==> config.mk <==
export PLATFORM = sky130hd
export DESIGN_NAME = blkiir_filter
export DESIGN_NICKNAME = d
export VERILOG_FILES = /design/src/rtl/blkiir_pkg.sv /design/src/rtl/blkiir_round_sat.sv /design/src/rtl/blkiir_state_upd.sv /design/src/rtl/blkiir_out_map.sv /design/src/rtl/blkiir_filter.sv
export SDC_FILE = /design/constraint.sdc
export NUM_CORES = 2
export LEC_CHECK = 0
export BUFFER_PORTS_ARGS = -buffer_cell sky130_fd_sc_hd__clkbuf_2
export CAP_MARGIN = 25
export CORE_MARGIN = 5
export CORE_UTILIZATION = 50
export CTS_CLUSTER_SIZE = 14
export DETAILED_ROUTE_END_ITERATION = 8
export PLACE_DENSITY = 0.73
export SLEW_MARGIN = 30
export SYNTH_ARGS = -nofsm -noshare
export SYNTH_HDL_FRONTEND = slang
export SYNTH_HIERARCHICAL = 1
export SYNTH_SLANG_ARGS = --single-unit
export TNS_END_PERCENT = 5
==> constraint.sdc <==
create_clock -name clk -period 23 [get_ports clk]
set_input_delay 3.45 -clock clk [delete_from_list [all_inputs] [get_ports clk]]
set_output_delay 3.45 -clock clk [all_outputs]
set_load 0.01 [all_outputs]
==> src/rtl/blkiir_pkg.sv <==
package blkiir_pkg;

  localparam int unsigned DEF_COEF_W    = 18;
  localparam int unsigned DEF_COEF_FRAC = 14;

  // Output path selection: combinational from live state, or from a register stage.
  typedef enum logic {
    OUT_DIRECT     = 1'b0,
    OUT_REGISTERED = 1'b1
  } out_mode_e;

endpackage

==> src/rtl/blkiir_round_sat.sv <==
module blkiir_round_sat #(
  parameter int IW = 48,
  parameter int SH = 14,
  parameter int OW = 16
) (
  input  logic signed [IW-1:0] acc_i,
  output logic signed [OW-1:0] val_o
);

  localparam logic signed [IW-1:0] HALF = IW'(64'sd1 <<< (SH - 1));
  localparam logic signed [IW-1:0] MAXV = IW'((64'sd1 <<< (OW - 1)) - 64'sd1);
  localparam logic signed [IW-1:0] MINV = -MAXV - IW'(64'sd1);

  logic signed [IW-1:0] rnd;
  logic signed [IW-1:0] shf;

  always_comb begin
    rnd = acc_i + HALF;
    shf = rnd >>> SH;
    if (shf > MAXV)      val_o = MAXV[OW-1:0];
    else if (shf < MINV) val_o = MINV[OW-1:0];
    else                 val_o = shf[OW-1:0];
  end

endmodule

==> src/rtl/blkiir_state_upd.sv <==
module blkiir_state_upd #(
  parameter int N  = 2,
  parameter int P  = 4,
  parameter int DW = 16,
  parameter int SW = 40,
  parameter int SF = 14,
  parameter int CW = 18,
  parameter int CF = 14,
  parameter int AW = 63,
  parameter logic [N*N*CW-1:0] A_BLK = '0,
  parameter logic [N*P*CW-1:0] B_BLK = '0
) (
  input  logic [N*SW-1:0] x_i,
  input  logic [P*DW-1:0] u_i,
  output logic [N*SW-1:0] x_o
);

  for (genvar r = 0; r < N; r++) begin : g_row
    logic signed [AW-1:0] acc;
    logic signed [SW-1:0] nxt;

    always_comb begin
      acc = '0;
      for (int k = 0; k < N; k++) begin
        acc = acc + AW'($signed(A_BLK[(r*N + k)*CW +: CW])) * AW'($signed(x_i[k*SW +: SW]));
      end
      for (int j = 0; j < P; j++) begin
        acc = acc + AW'($signed(B_BLK[(r*P + j)*CW +: CW]))
                    * (AW'($signed(u_i[j*DW +: DW])) <<< SF);
      end
    end

    blkiir_round_sat #(.IW(AW), .SH(CF), .OW(SW)) u_rs (
      .acc_i (acc),
      .val_o (nxt)
    );

    assign x_o[r*SW +: SW] = nxt;
  end

endmodule

==> src/rtl/blkiir_out_map.sv <==
module blkiir_out_map #(
  parameter int N  = 2,
  parameter int P  = 4,
  parameter int DW = 16,
  parameter int SW = 40,
  parameter int SF = 14,
  parameter int CW = 18,
  parameter int CF = 14,
  parameter int OW = 16,
  parameter int AW = 63,
  parameter logic [P*N*CW-1:0] C_BLK = '0,
  parameter logic [P*CW-1:0]   D_TAP = '0
) (
  input  logic [N*SW-1:0] x_i,
  input  logic [P*DW-1:0] u_i,
  output logic [P*OW-1:0] y_o
);

  for (genvar i = 0; i < P; i++) begin : g_lane
    logic signed [AW-1:0] acc;
    logic signed [OW-1:0] yl;

    always_comb begin
      acc = '0;
      for (int k = 0; k < N; k++) begin
        acc = acc + AW'($signed(C_BLK[(i*N + k)*CW +: CW])) * AW'($signed(x_i[k*SW +: SW]));
      end
      // Only the causal part j <= i is built; the upper triangle costs nothing.
      for (int j = 0; j <= i; j++) begin
        acc = acc + AW'($signed(D_TAP[(i - j)*CW +: CW]))
                    * (AW'($signed(u_i[j*DW +: DW])) <<< SF);
      end
    end

    blkiir_round_sat #(.IW(AW), .SH(CF + SF), .OW(OW)) u_rs (
      .acc_i (acc),
      .val_o (yl)
    );

    assign y_o[i*OW +: OW] = yl;
  end

endmodule

==> src/rtl/blkiir_filter.sv <==
module blkiir_filter
  import blkiir_pkg::*;
#(
  parameter int        N          = 2,
  parameter int        P          = 4,
  parameter int        DATA_W     = 16,
  parameter int        COEF_W     = DEF_COEF_W,
  parameter int        COEF_FRAC  = DEF_COEF_FRAC,
  parameter int        STATE_W    = 40,
  parameter int        STATE_FRAC = 14,
  parameter int        OUT_W      = 16,
  parameter out_mode_e OUT_MODE   = OUT_DIRECT,
  // Transition matrix raised to the P-th power, entry (r,k) at index r*N+k.
  parameter logic [N*N*COEF_W-1:0] A_BLK = {18'sd0, -18'sd2048, 18'sd512, -18'sd1024},
  // Input-to-state map, entry (r,j) at index r*P+j.
  parameter logic [N*P*COEF_W-1:0] B_BLK = {18'sd0, 18'sd16384, 18'sd8192, 18'sd0,
                                            18'sd16384, 18'sd8192, 18'sd0, -18'sd2048},
  // State-to-output map, entry (i,k) at index i*N+k.
  parameter logic [P*N*COEF_W-1:0] C_BLK = {-18'sd384, -18'sd1280, -18'sd2048, 18'sd1536,
                                            -18'sd2560, 18'sd8192, 18'sd3072, 18'sd10240},
  // Feed-through taps by lane distance i-j; tap 0 is the direct term.
  parameter logic [P*COEF_W-1:0]   D_TAP = {18'sd1536, 18'sd8192, 18'sd10240, 18'sd4096}
) (
  input  logic                  clk,
  input  logic                  rst_n,
  input  logic                  in_valid,
  output logic                  in_ready,
  input  logic [P*DATA_W-1:0]   in_data,
  output logic                  out_valid,
  input  logic                  out_ready,
  output logic [P*OUT_W-1:0]    out_data
);

  localparam int GUARD_W = $clog2(N + P) + 2;
  localparam int ACC_W   = COEF_W + STATE_W + GUARD_W;

  logic [N*STATE_W-1:0] x_q;
  logic [N*STATE_W-1:0] x_nxt;
  logic [N*STATE_W-1:0] map_x;
  logic [P*DATA_W-1:0]  map_u;
  logic                 accept;

  blkiir_state_upd #(
    .N(N), .P(P), .DW(DATA_W), .SW(STATE_W), .SF(STATE_FRAC),
    .CW(COEF_W), .CF(COEF_FRAC), .AW(ACC_W), .A_BLK(A_BLK), .B_BLK(B_BLK)
  ) u_upd (
    .x_i (x_q),
    .u_i (in_data),
    .x_o (x_nxt)
  );

  always_ff @(posedge clk or negedge rst_n) begin
    if (!rst_n)      x_q <= '0;
    else if (accept) x_q <= x_nxt;
  end

  if (OUT_MODE == OUT_DIRECT) begin : g_direct
    assign accept    = in_valid && out_ready;
    assign in_ready  = out_ready;
    assign out_valid = in_valid;
    assign map_x     = x_q;
    assign map_u     = in_data;
  end else begin : g_registered
    logic [N*STATE_W-1:0] hold_x;
    logic [P*DATA_W-1:0]  hold_u;
    logic                 hold_v;

    assign in_ready  = !hold_v || out_ready;
    assign accept    = in_valid && in_ready;
    assign out_valid = hold_v;
    assign map_x     = hold_x;
    assign map_u     = hold_u;

    always_ff @(posedge clk or negedge rst_n) begin
      if (!rst_n) begin
        hold_v <= 1'b0;
        hold_x <= '0;
        hold_u <= '0;
      end else if (accept) begin
        hold_v <= 1'b1;
        hold_x <= x_q;
        hold_u <= in_data;
      end else if (out_ready) begin
        hold_v <= 1'b0;
      end
    end
  end

  blkiir_out_map #(
    .N(N), .P(P), .DW(DATA_W), .SW(STATE_W), .SF(STATE_FRAC),
    .CW(COEF_W), .CF(COEF_FRAC), .OW(OUT_W), .AW(ACC_W), .C_BLK(C_BLK), .D_TAP(D_TAP)
  ) u_map (
    .x_i (map_x),
    .u_i (map_u),
    .y_o (out_data)
  );

endmodule

==> summary by stage <==
Yosys
In this run the cell area of the synthesized design comes to 61,800 µm². During synthesis, Yosys emitted a total of 6 warnings. Dividing the synthesized area by the synthesized cell count gives 8.06 µm².

The count of mapped cells out of synthesis is 7,674. The net count after synthesis is 9,347.

Placed design
Routability-driven placement finished with a final weighted congestion of 1.01. The half-perimeter wire length of the detailed placement result is 184,000 µm. The number of buffer cells added on primary ports is 133.

Layout
The flip-flop count of the largest register after layout is 80. The filler cell count in the final layout is 11,900. Cells with a size suffix above 1 make up 6.47% of the layout. For this run, the post-layout net count is 9,393. Relative to the synthesized area, the layout overhead comes to 4.56%.

Setup path
The kind of end point of the critical path is an output pin. In this design, the largest share of critical-path delay is due to compound AO/OA/AOI/OAI gates. The register-to-register path setup slack is 13,370 ps. The start-to-end type of the worst setup path is in2out. By instance count, the cell type seen most on the critical path is o21ai_0. In this design, the stage delay of the slowest critical-path cell is 800 ps.

The arrival time of data at the critical path endpoint is 15,230 ps. The critical path launch point type is a primary input. The sum of buffers and inverters on the critical path is 5. Along the worst path, the maximum fanout reaches 15. On the critical path, the stage with the largest delay is an instance of o41ai_4. The data required time of the critical path is 19,550 ps.

Timing
The clock tree skew after final layout is 8.60 ps. The highest attainable clock frequency is 53.5 MHz. The transition at the pin with the smallest max-transition slack is 1070 ps. The post-route minimum period is 18,680 ps. In this run the tightest slew margin relative to its limit is 28.4%. The number of setup violations in the final report is 0. The fraction of the cycle the final worst path needs is 81.2%.

Setup repair after global routing left no endpoint under its margin. The total count of hold-check failures in the final report is 0. For the final routed database, the setup TNS stands at 0 ps. The max-slew violation count is 0.

Hold path
The worst min-delay path category is reg2reg.

Clock tree
The number of buffers inserted during clock tree synthesis is 9. The number of levels the H-tree was split into is 3. Once the clock tree was built, the resizer swapped 0 gates to a different size.

The clock network latency to the later pin of the worst-skew pair is 370 ps. The clock slew at the register clock pins of the worst setup and hold paths is 60 ps. The count of buffers added by post-CTS timing repair for setup is 0. The sink count of the clock tree is 80. The hold buffer count at CTS is 0. No sink is reached through more buffers than the 2 on the longest clock path. The CTS tree is done. The root buffer selected by CTS is clkbuf_16.

Drt
The number of antenna-violating nets in the routed design is 0. The mean routed wirelength per cell is 22.7 µm. The total number of vias is 57,900. The count of routing violations after the opening detailed-route iteration is 5,233. For this run, design rule violations remaining after detail routing come to 0. Using the TritonRoute via totals, the vias-per-cell ratio works out to 6.18. The first detailed-routing pass took 6 iterations.

The total routed wirelength is 212,000 µm.

Floorplan
The starting utilization of the core area is 50.2%. The die footprint is 131,000 µm². The core area is 123,000 µm².

The die is 362 µm tall. 134 I/O pins were placed. The count of standard-cell rows is 129. The horizontal extent of the die is 362 µm.

Global routing
Global routing consumed, over all layers together, 31.3% of the routing resources. The via count of the first global-routing pass came to 55,300. The global-route wire length before repair is 325,000 µm. Summed over all layers, the global routing overflow is 0.

Entering global routing, the biggest net connects 81 pins. The number of antenna violations at the first check in global routing is 16.

Status
The flow ran to the end, and the final reports show no timing, DRC or antenna violations.

Job
The number of maximum-capacitance constraint violations is 0.
[layout make-up]
cell class / instances / area (µm²) / share of cell area (%)
multi-input combinational: 6489 / 55600 / 86.0
inverter: 947 / 3550 / 5.50
tap: 1637 / 2050 / 3.17
sequential: 80 / 2000 / 3.10
timing repair buffer: 193 / 1140 / 1.77
clock buffer: 12 / 246 / 0.381
clock inverter: 4 / 51.3 / 0.0793
antenna: 4 / 10.0 / 0.0155
[final timing paths]
| kind | start | endpoint | cells past startpoint |
|---|---|---|---|
| setup / recovery | in_data[2] | out_data[61] | 46 |
| hold / removal | map_x[38] | map_x[38] | 1 |
| setup reg to reg | map_x[0] | map_x[10] | 28 |
| hold reg to reg | map_x[38] | map_x[38] | 1 |
| max in group asynchronous | rst_n | map_x[5] | 2 |
| min in group asynchronous | rst_n | map_x[78] | 1 |
[per-stage QoR]
step | hold WS [ps] | setup slack (ps) | instances | instance area (µm²) | util [%]
3_3_place_gp | 634 | 4020 | 9345 | 64200 | 52.1
3_5_place_dp | 651 | 4280 | 9346 | 64300 | 52.1
5_1_grt | 680 | 3320 | 9363 | 64700 | 52.4
2_1_floorplan | 580 | 6200 | 7674 | 61800 | -
6_report | 678 | 4320 | 9366 | 64700 | 52.4
4_1_cts | 666 | 4200 | 9362 | 64600 | 52.4
[metal layers]
| metal | GRT usage [%] | routed length (µm) |
|---|---|---|
| met1 | 41.7 | 90600 |
| met2 | 51.1 | 95500 |
| met3 | 4.12 | 15400 |
| met4 | 13.3 | 10700 |
| met5 | 0 | 47 |
[cells in the final DEF (no fill, tap or decap), types with 55 or more instances in the layout]
cell type	instances
dfrtp_1	80
xor2_1	287
o21ai_0	363
buf_4	59
mux2_2	77
nand3_1	236
and3_1	108
nor2_1	393
nand4_1	199
a21o_1	328
fa_1	446
nand2_1	478
nand2b_1	82
ha_1	1159
xnor2_1	538
nor3_1	127
clkbuf_2	132
nor4_1	55
and2_1	64
inv_1	943
a21oi_1	521
o21a_1	81
o21bai_1	75
nor2b_1	79
a31oi_1	77
Power is left out: the tool's default activity adds up to more than one toggle a clock period on the data nets, which glitch-free logic cannot reach.
